[src/rtl/itc_cell_pkg.sv]
package itc_cell_pkg;
  typedef enum logic {VIEW_WAIT = 1'b0, VIEW_TRY = 1'b1} view_e;

  // circular slot index: (base + off) mod depth
  function automatic int slot_wrap(input int base, input int off, input int depth);
    return (base + off) % depth;
  endfunction

  // one-hot bit for a thread index
  function automatic logic [63:0] tid_bit(input int tid);
    return 64'd1 << tid;
  endfunction
endpackage

[src/rtl/itc_cell_queue.sv]
module itc_cell_queue #(
  parameter int DEPTH  = 4,
  parameter int DATA_W = 64,
  localparam int PTR_W = (DEPTH > 1) ? $clog2(DEPTH) : 1,
  localparam int CNT_W = $clog2(DEPTH + 1)
) (
  input  logic              clk,
  input  logic              rst_n,
  input  logic              push,
  input  logic              pop,
  input  logic [DATA_W-1:0] wdata,
  output logic [DATA_W-1:0] head_data,
  output logic [CNT_W-1:0]  count
);
  import itc_cell_pkg::*;

  logic [DATA_W-1:0] slots [DEPTH];
  logic [PTR_W-1:0]  rd_ptr;
  logic [PTR_W-1:0]  tail_ptr;

  assign tail_ptr  = PTR_W'(slot_wrap(int'(rd_ptr), int'(count), DEPTH));
  assign head_data = slots[rd_ptr];

  always_ff @(posedge clk) begin
    if (!rst_n) begin
      rd_ptr <= '0;
      count  <= '0;
    end else begin
      if (push) slots[tail_ptr] <= wdata;
      if (pop)  rd_ptr <= PTR_W'(slot_wrap(int'(rd_ptr), 1, DEPTH));
      count <= count + CNT_W'(push) - CNT_W'(pop);
    end
  end

  AST_NO_OVERFLOW: assert property (@(posedge clk) disable iff (!rst_n)
    push |-> (int'(count) < DEPTH));
  AST_NO_UNDERFLOW: assert property (@(posedge clk) disable iff (!rst_n)
    pop |-> (count != '0));
  AST_PUSH_POP_EXCL: assert property (@(posedge clk) disable iff (!rst_n)
    !(push && pop));
endmodule

[src/rtl/itc_cell_waitmask.sv]
module itc_cell_waitmask #(
  parameter int THREADS = 8,
  localparam int TID_W = (THREADS > 1) ? $clog2(THREADS) : 1
) (
  input  logic               clk,
  input  logic               rst_n,
  input  logic               park,
  input  logic [TID_W-1:0]   park_tid,
  input  logic               release_all,
  output logic [THREADS-1:0] mask,
  output logic [THREADS-1:0] wake
);
  import itc_cell_pkg::*;

  logic [THREADS-1:0] park_bit;
  assign park_bit = THREADS'(tid_bit(int'(park_tid)));

  always_ff @(posedge clk) begin
    if (!rst_n) begin
      mask <= '0;
      wake <= '0;
    end else begin
      wake <= release_all ? mask : '0;
      if (release_all)   mask <= '0;
      else if (park)     mask <= mask | park_bit;
    end
  end

  AST_WAKE_IS_MASK: assert property (@(posedge clk) disable iff (!rst_n)
    release_all |=> (wake == $past(mask)) && (mask == '0));
  AST_WAKE_ONE_CYCLE: assert property (@(posedge clk) disable iff (!rst_n)
    (wake != '0) |=> (wake == '0) || $past(release_all));
  AST_PARK_SETS_BIT: assert property (@(posedge clk) disable iff (!rst_n)
    park |=> mask[$past(park_tid)]);
endmodule

[src/rtl/itc_fifo_cell.sv]
module itc_fifo_cell #(
  parameter int DEPTH   = 4,
  parameter int DATA_W  = 64,
  parameter int THREADS = 8,
  localparam int TID_W  = (THREADS > 1) ? $clog2(THREADS) : 1,
  localparam int CNT_W  = $clog2(DEPTH + 1)
) (
  input  logic               clk,
  input  logic               rst_n,
  input  logic               cfg_fifo_en,
  input  logic               req_valid,
  output logic               req_ready,
  input  logic               req_write,
  input  logic               req_view,
  input  logic [TID_W-1:0]   req_tid,
  input  logic [DATA_W-1:0]  req_wdata,
  output logic               rsp_blocked,
  output logic [DATA_W-1:0]  rsp_rdata,
  output logic               empty_flag,
  output logic               full_flag,
  output logic [CNT_W-1:0]   fill_count,
  output logic [THREADS-1:0] parked_mask,
  output logic [THREADS-1:0] wake_pulse
);
  import itc_cell_pkg::*;

  // named internal events
  logic             ld_req, st_req, is_wait;
  logic             proceed, do_push, do_pop, release_all;
  logic [DATA_W-1:0] head_data;
  logic [CNT_W-1:0]  cnt_next;
  logic             empty_q, full_q;

  assign req_ready = 1'b1;
  assign ld_req  = req_valid && cfg_fifo_en && !req_write;
  assign st_req  = req_valid && cfg_fifo_en &&  req_write;
  assign is_wait = (view_e'(req_view) == VIEW_WAIT);

  assign rsp_blocked = is_wait && ((ld_req && empty_q) || (st_req && full_q));
  assign proceed     = (ld_req || st_req) && !rsp_blocked;
  assign do_pop      = ld_req && proceed && (fill_count != '0);
  assign do_push     = st_req && proceed && (int'(fill_count) < DEPTH);
  assign release_all = proceed && (parked_mask != '0);
  assign cnt_next    = fill_count + CNT_W'(do_push) - CNT_W'(do_pop);
  assign rsp_rdata   = do_pop ? head_data : '0;

  itc_cell_queue #(.DEPTH(DEPTH), .DATA_W(DATA_W)) u_queue (
    .clk(clk), .rst_n(rst_n), .push(do_push), .pop(do_pop),
    .wdata(req_wdata), .head_data(head_data), .count(fill_count));

  itc_cell_waitmask #(.THREADS(THREADS)) u_wait (
    .clk(clk), .rst_n(rst_n), .park(rsp_blocked), .park_tid(req_tid),
    .release_all(release_all), .mask(parked_mask), .wake(wake_pulse));

  always_ff @(posedge clk) begin
    if (!rst_n) begin
      empty_q <= 1'b1;
      full_q  <= 1'b0;
    end else begin
      if (st_req)
        empty_q <= 1'b0;
      else if (do_pop && cnt_next == '0)
        empty_q <= 1'b1;
      if (ld_req)
        full_q <= 1'b0;
      else if (do_push && int'(cnt_next) == DEPTH)
        full_q <= 1'b1;
    end
  end

  assign empty_flag = empty_q;
  assign full_flag  = full_q;

  AST_EMPTY_TRACKS_COUNT: assert property (@(posedge clk) disable iff (!rst_n)
    empty_flag == (fill_count == '0));
  AST_FULL_TRACKS_COUNT: assert property (@(posedge clk) disable iff (!rst_n)
    full_flag == (int'(fill_count) == DEPTH));
  AST_BLOCK_FREEZES_QUEUE: assert property (@(posedge clk) disable iff (!rst_n)
    rsp_blocked |=> $stable(fill_count));
  AST_TRY_NEVER_BLOCKS: assert property (@(posedge clk) disable iff (!rst_n)
    (req_valid && req_view) |-> !rsp_blocked);
  AST_DISABLED_INERT: assert property (@(posedge clk) disable iff (!rst_n)
    (req_valid && !cfg_fifo_en) |=> $stable(fill_count) && $stable(parked_mask)
      && (wake_pulse == '0));
endmodule

[config.mk]
export PLATFORM = sky130hd
export DESIGN_NAME = itc_fifo_cell
export DESIGN_NICKNAME = d
export VERILOG_FILES = /design/src/rtl/itc_cell_pkg.sv /design/src/rtl/itc_cell_queue.sv /design/src/rtl/itc_cell_waitmask.sv /design/src/rtl/itc_fifo_cell.sv
export SDC_FILE = /design/constraint.sdc
export NUM_CORES = 1
export LEC_CHECK = 0
export BUFFER_PORTS_ARGS = -buffer_cell sky130_fd_sc_hd__buf_2
export CAP_MARGIN = 20
export CORE_MARGIN = 2
export CORE_UTILIZATION = 35
export DETAILED_ROUTE_END_ITERATION = 6
export PLACE_DENSITY = 0.55
export SYNTH_ARGS = -nofsm -noshare
export SYNTH_HDL_FRONTEND = slang
export SYNTH_SLANG_ARGS = --single-unit
[constraint.sdc]
create_clock -name clk -period 24.3 [get_ports clk]
set_input_delay 1.215 -clock clk [delete_from_list [all_inputs] [get_ports clk]]
set_output_delay 1.215 -clock clk [all_outputs]
set_load 0.05 [all_outputs]
======== Word-level counts from Yosys, hierarchy flattened ========
Memories as Yosys holds them, arrays and structs flattened. A register that Yosys moved wholly into a read port is not among the register bits.
Index checks and enable logic that the tools add are counted.
word-level totals
  register bits after elaboration ......... 23
  memories ................................ 1
  output and inout port bits .............. 87
  RAM bits ................................ 256
  logic and storage cells ................. 50
  input port bits ......................... 73
memories
  name           depth  width  read ports  clocked after Yosys merged registers in  write ports  line                  RTL
  u_queue.slots  4      64     1           1                                        1            itc_cell_queue.sv:17  logic [DATA_W-1:0] slots [DEPTH];
cells by class
  order comparisons ....................... 1
  shift operators ......................... 1
  equality and inequality tests ........... 1
  muxes and demuxes ....................... 8
  bitwise logic cells ..................... 3
  $add $sub $neg .......................... 4
  reductions and logical operators ........ 25
operators by type and width
  cell                                             number
  two-way mux 64 bit                               1
  logical AND 1 bit                                14
  bitwise OR 8 bit                                 1
  nonzero test 8 bit                               1
  left shift 1 x 3 -> 8 bit, first input constant  1
  two-way mux 1 bit                                5
  two-way mux 2 bit                                2
  OR reduction 2 bit                               2
  adder 3 x 1 -> 3 bit                             1
  == test 3 bit, second input constant             1
  logical NOT 3 bit                                1
  < comparator 3 bit, second input constant        1
  nonzero test 3 bit                               1
  subtractor 3 x 1 -> 3 bit                        1
  adder 2 x 1 -> 2 bit, second input constant      1
  adder 2 bit                                      1
  logical NOT 1 bit                                2
  logical OR 1 bit                                 2
  inverter 1 bit                                   2
  AND reduction 2 bit                              1
  nonzero test 2 bit                               1

======== Longest topological paths before layout ========
Gate-level depths: netlist (run 1).
  depth after elaboration ................. 15
  mapped depth ............................ 10
  mapped depth without buffers ............ 9

======== Hierarchy ========
A second synthesis (run 1) with hierarchy kept.
second synthesis, totals
  cell total of the unflattened synthesis .. 521
  area total of the unflattened synthesis .. 10940.5 sq um
modules (own cells, without submodules)
  module             seq. area each (sq um)  area an instance (sq um)  times used  cells each
  itc_cell_queue     7827.5                  9678.0                    1           368
  itc_fifo_cell      40.0                    738.2                     1           104
  itc_cell_waitmask  320.3                   524.3                     1           49

======== Worst setup path after synthesis (run 1) ========
OpenSTA, ideal clock, no wires.
  path type ............................... input-to-reg
  from .................................... in req_write
  to ...................................... mem u_queue.slots[0][0], enable pin
  library setup time ...................... 0.644 ns
  stages .................................. 4
  path slack .............................. 15.564 ns
  required time ........................... 23.656 ns
  arrival time ............................ 8.092 ns
  cell sequence ........................... mux2_4 > buf_6 > a211o_1 > nor4_1
on the way
  cells in the longest elaborated chain, start to end .. 12
  elaborated cells on any way between the ends .. 15
  those cells by class .................... mux: 3; reduce/logical: 12
ends and longest elaborated chain
  item                                       line                  RTL
  from (decl)                                itc_fifo_cell.sv:13   input logic req_write,
  logical NOT 1 bit                          itc_fifo_cell.sv:35   assign ld_req = req_valid && cfg_fifo_en && !req_write;
  logical AND 1 bit                          itc_fifo_cell.sv:35
  logical AND 1 bit                          itc_fifo_cell.sv:39   assign rsp_blocked = is_wait && ((ld_req && empty_q) || (st_req && full_q));
  logical OR 1 bit                           itc_fifo_cell.sv:39
  logical AND 1 bit                          itc_fifo_cell.sv:39
  logical NOT 1 bit                          itc_fifo_cell.sv:40   assign proceed = (ld_req || st_req) && !rsp_blocked;
  logical AND 1 bit                          itc_fifo_cell.sv:40
  logical AND 1 bit * (2 in series)          itc_fifo_cell.sv:42   assign do_push = st_req && proceed && (int'(fill_count) < DEPTH);
  two-way mux 1 bit *                        itc_cell_queue.sv:29  if (push) slots[tail_ptr] <= wdata;
  two-way mux 1 bit *                        itc_cell_queue.sv:25  if (!rst_n) begin
  two-way mux 1 bit (not written as such) *  itc_cell_queue.sv:29
  to (decl)                                  itc_cell_queue.sv:17
Every way passes the cells marked *; elsewhere a longest branch is shown, timed or not.

==> run_results.csv, run 1 <==
group,metric,value,unit
setup_path,critPathKind,"reg -> out",
yosys,yosys_warnings,0,
setup_path,start_kind,"register",
grt,antenna_found_initial,6,
floorplan,initial_utilization,35.3,%
yosys,ys_seq_area_share,76.2,%
final_layout,drive_above_1_share,40.1,%
cts,path_clk_slew,0.06,ns
cts,cts.sinks,281,
floorplan,die_h,179,um
route,num_vias,5467,
route,routedWlPerCell,19.3,um
yosys,synth_area,10700,um2
floorplan,coreArea,30400,um2
status,status,"complete, no violations",
route,ant_nets,0,
setup_path,critical_path_arrival,3.07,ns
route,routed_wl,21500,um
grt,grt_max_degree,68,
yosys,ys_ff_latch,281,
cts,htreeDepth,1,
yosys,synthDistinctLibCells,40,
cts,cts_buffer_depth,3,
final_layout,syn_to_final_growth,21.5,%
timing,fin_crit,4.29,ns
cts,cts_resized,0,
placed_design,dp_hpwl,12500,um
timing,skew,0.0170,ns
timing,rsz0062_at_grt,"false",
final_layout,final_cells,1112,
final_layout,final_cell_mix,"256 x edfxtp_1, 158 x buf_2, 67 x and2_1",
grt,grt_use_total,13.4,%
yosys,avgSynthCellArea,20.8,um2
timing,max_freq,0.233,GHz
setup_path,cp_max_fo,35,
cts,cts_tree,"built",
floorplan,io_pins,160,
cts,cts_setup_buffers,0,
power,pwr_density_cell,78.9,nW/um2
placed_design,gp_congestion,0.761,
timing,whs,0.507,ns
cts,cts_hold_buf,0,
timing,hold_violations,0,
power,irDropWorstVdd,0.0478,mV
floorplan,rows,64,
setup_path,cp_data_required_time,23.08,ns
route,dr.pass1.iters,4,
worst_hold_path,hold_path_class,"reg -> reg",
cts,clock_latency,0.56,ns
yosys,synth_fp_nets,594,
cts,cts_buffers,30,
timing,fin_crit_sh,17.6,%
placed_design,placed_cells,1056,
route,drt_first_iter_violations,340,
yosys,netlist_instances,517,
timing,finalSetupTns,0,ns
grt,grt_pass1_vias,5840,
route,post-route-drc-count,0,
floorplan,die_w,179,um
cts,root_buffer,"clkbuf_16",
placed_design,port_buffers,158,
setup_path,cp-end-kind,"output pin",
route,routed_via_density,4.92,
timing,relSlewSlack,31.0,%
timing,slew_violations,0,
job,drv_cap,0,
grt,grt_pass1_wl,32800,um
power,p_leak,0.00458,uW
floorplan,die-area,32100,um2
final_layout,nets,770,
timing,setup_viol,0,
grt,gr-total-overflow,0,
timing,worstMarginPinSlew,1.04,ns
final_layout,final_common_cell,"edfxtp_1",
[layout make-up]
cell class	instances	area, um2
timing repair buffer	169	873
multi-input combinational	203	2440
fill	2694	17400
inverter	8	30.0
sequential	281	8200
antenna	2	5.00
clock inverter	14	193
clock buffer	39	826
tap	396	495
[metrics by stage]
stage | setup WS, ns | power [uW] | util [%] | cell area [um2]
after floorplan | 15.56 | 564 | - | 10700
after global placement | 20.18 | 578 | 39.5 | 12000
after detailed placement | 20.08 | 580 | 39.5 | 12000
after CTS | 19.84 | 1050 | 42.9 | 13000
after global routing | 19.72 | 1070 | 42.9 | 13100
final | 20.01 | 1030 | 42.9 | 13100
[state kept, by name (all words and copies together), names as in the netlist, named ones only]
register / count
u_wait.mask: 8
u_queue.count: 3
u_queue.slots: 256
u_queue.rd_ptr: 2
empty_flag: 1
u_wait.wake: 8
full_flag: 1
[Yosys cell counts (all sizes together)]
master    n  area (um2)
inv       7        26.3
a31oi     6        37.5
o41ai     1        8.76
clkinv    1        3.75
a21oi     2        10.0
nand2b    2        12.5
nand2     6        22.5
a211o     1        8.76
xnor2     3        26.3
nor2      2        7.51
o211a     1        10.0
mux4     64        1440
and4bb    1        12.5
or3       1        6.26
and4b     1        10.0
conb      1        3.75
or2       1        6.26
buf      16        90.1
nand3b    1        7.51
a41oi     2        17.5
fa        1        20.0
a211oi    8        60.1
nor3      3        20.0
and3      8        50.1
nand3     1        5.00
ha        3        37.5
nor4b     2        30.0
dfxtp    25         500
mux2i     3        30.0
xor2      1        8.76
and2     67         419
mux2      1        15.0
nor4      5        31.3
clkbuf    9        33.8
edfxtp  256        7690
nor2b     4        25.0
[worst paths after layout]
check	start	depth (start not counted)	to	slack (ns)
setup / recovery	register	4	rsp_rdata[20]	20.01
hold / removal	u_queue.rd_ptr[1]$_SDFFE_PN0P_	2	register	0.51
setup reg to reg	u_queue.count[1]$_SDFF_PN0_	10	full_flag$_SDFFE_PP0P_	21.17
hold reg to reg	u_queue.rd_ptr[1]$_SDFFE_PN0P_	2	register	0.51
[cells by family (layout without fill, tap and decap cells)]
family	after synthesis	in the layout	synth area share, %
muxes	68	68	13.8
xor gates and xnor gates	4	4	0.326
DFF	281	281	76.2
adders and majority gates	4	4	0.536
buffers and inverters	33	230	1.43
and+or+nand+nor	105	105	6.20
other	1	3	0.0349
AOI/OAI and AO/OA	21	21	1.42
[routing by layer]
layer,up-vias,GRT usage [%],wire (um)
met5,-,0,55
met4,8,3.49,502
met3,50,3.52,1420
met2,174,22.5,10300
met1,2793,17.3,9190
li1,2442,-,-
[where the power goes]
group	internal [uW]	switching [uW]	total, uW
sequential	531	2.11	533
clock	281	179	460
combinational	13.4	23.3	36.6
[worst max-delay path, stage by stage, from the launching register on]
cell and delay, ns:
dfxtp_4 0.76, buf_4 0.69, mux4_2 0.63, and2_1 0.19, buf_2 0.21
Power figures use the tool's default switching activity.
==> inputs of run 2 (changes only) <==
==> constraint.sdc (replaced) <==
create_clock -name clk -period 4.5 [get_ports clk]
set_input_delay 0.225 -clock clk [delete_from_list [all_inputs] [get_ports clk]]
set_output_delay 0.225 -clock clk [all_outputs]
set_load 0.05 [all_outputs]
==> run 2 against run 1 <==
Effect of this change: non-clock buffer count up 63; sequential power rose to 5.4 times the previous value; clock-buffer cell count up 8; flip-flop and latch count unchanged; core utilization up 2.0 points; register-to-register slack worse by 20 ns; largest power group unchanged.
==> run_results.csv, run 2 (synthesized netlist as in run 1, its figures left out) <==
group,metric,value,unit
cts,cts_buffers,30,
power,p_sw,1090,uW
route,post-route-drc-count,0,
placed_design,gp_congestion,0.777,
placed_design,dp_hpwl,12700,um
final_layout,syn_to_final_growth,27.1,%
route,drt_first_iter_violations,341,
route,routed_wl,22200,um
grt,antenna_found_initial,1,
timing,setup_viol,0,
route,dr_wl_met2,11400,um
power,p_leak,0.00482,uW
setup_path,cp_max_fo,17,
grt,gr-total-overflow,0,
route,wl_met1,9110,um
route,wl_met3,1050,um
final_layout,final_cell_mix,"256 x edfxtp_1, 158 x buf_2, 67 x and2_1",
timing,relSlewSlack,29.9,%
power,comb_power_share,4.5,%
route,dr.pass1.iters,4,
grt,grt_use_total,13.7,%
worst_hold_path,hold_path_class,"in -> reg",
setup_path,cp_data_required_time,4.98,ns
power,irDropWorstVdd,0.278,mV
route,num_vias,5731,
placed_design,pre_cts_ws,1.39,ns
timing,setup_ws,1.39,ns
route,ant_nets,0,
floorplan,initial_utilization,35.3,%
floorplan,coreArea,30400,um2
cts,htreeDepth,1,
cts,clock_latency,0.54,ns
power,seqPwrFrac,52.5,%
final_layout,largest_register_ffs,256,
final_layout,nets,833,
grt,grt_max_degree,67,
power,pwr_density_cell,401,nW/um2
setup_path,critPathKind,"reg -> reg",
cts,cts.sinks,281,
route,routedWlPerCell,18.8,um
setup_path,critical_path_arrival,3.60,ns
route,routed_via_density,4.87,
final_layout,top_register,"u_queue.slots",
final_layout,final_cells,1177,
grt,grt_pass1_vias,6010,
power,swShare,19.9,%
cts,cts_tree,"built",
job,drv_cap,0,
timing,fin_crit,3.11,ns
cts,cts_resized,0,
status,status,"complete, no violations",
route,top_layer,"met4",
power,p_int,4390,uW
timing,slew_violations,0,
floorplan,io_pins,160,
final_layout,top_regs,"u_queue.slots (256), u_wait.mask (8), u_wait.wake (8)",
placed_design,port_buffers,158,
cts,cts_buffer_depth,3,
timing,rsz0062_at_grt,"false",
floorplan,die-area,32100,um2
final_layout,final_common_cell,"edfxtp_1",
power,clkPwrFrac,43.0,%
timing,finalSetupTns,0,ns
timing,max_freq,0.321,GHz
timing,hold_violations,0,
setup_path,start_kind,"register",
timing,whs,0.0559,ns
timing,fin_crit_sh,69.2,%
grt,grt_pass1_wl,33600,um
final_layout,drive_above_1_share,36.2,%
cts,root_buffer,"clkbuf_16",
setup_path,cp-end-kind,"register",
floorplan,die_h,179,um
floorplan,rows,64,
timing,skew,0.0118,ns
placed_design,placed_cells,1056,
timing,worstMarginPinSlew,1.05,ns
cts,path_clk_slew,0.06,ns
floorplan,die_w,179,um
==> run 2: cell count changes in the layout (fill, tap and decap cells not counted), sizes merged <==
cell	before	now
clkinvlp	1	0
clkinv	10	9
buf	169	168
bufinv	4	1
dlygate4sd3	0	64
diode	2	1
clkbuf	39	47
==> run 2: power groups by stage <==
stage	registers (uW)	clock network (uW)	logic, uW
2_1_floorplan	2940	0	103
3_3_place_gp	2930	0	193
3_5_place_dp	2930	0	202
4_1_cts	2880	2440	248
5_1_grt	2880	2530	266
6_report	2880	2360	245
==> run 2: worst paths after layout <==
check / startpoint / endpoint / slack, ns / cells past startpoint
worst max-delay path: empty_flag$_SDFFE_PN1P_ / full_flag$_SDFFE_PP0P_ / 1.39 / 8
worst min-delay path: req_write / empty_flag$_SDFFE_PN1P_ / 0.06 / 4
worst max register to register: empty_flag$_SDFFE_PN1P_ / full_flag$_SDFFE_PP0P_ / 1.39 / 8
worst min register to register: u_queue.rd_ptr[1]$_SDFFE_PN0P_ / register / 0.49 / 2
==> run 2: metrics by stage <==
step	total power (uW)	cell area (um2)	util, %
after global routing	5680	13700	44.9
after detailed placement	3140	12100	39.6
final	5480	13700	44.9
after CTS	5560	13700	44.9
after global placement	3130	12100	39.6
after floorplan	3050	10800	-
==> run 2: layer usage <==
metal,track usage (%),up-vias
met4,4.10,0
li1,-,2570
met5,0,-
met3,2.63,42
met1,17.1,2955
met2,24.2,164
==> run 2: critical path, stage by stage, from the launching register on <==
cell and delay [ns]:
dfxtp_1 0.33, mux2_4 0.33, a21oi_1 0.85, nor2b_1 0.24, ha_1 0.19, fa_1 0.47, or3_1 0.36, nor3_1 0.14
o211a_1 0.15
==> run 2: what timing repair did <==
item,4_1_cts,5_1_grt
hold buffers,64,0
buffers inserted,0,0
hold endpoints to repair,256,0
==> run 2: layout make-up <==
type / count / area, um2
inverter: 8 / 30.0
sequential: 281 / 8200
multi-input combinational: 203 / 2450
fill: 2681 / 16800
tap: 396 / 495
antenna: 1 / 2.50
clock buffer: 47 / 897
timing repair buffer: 232 / 1520
clock inverter: 9 / 63.8
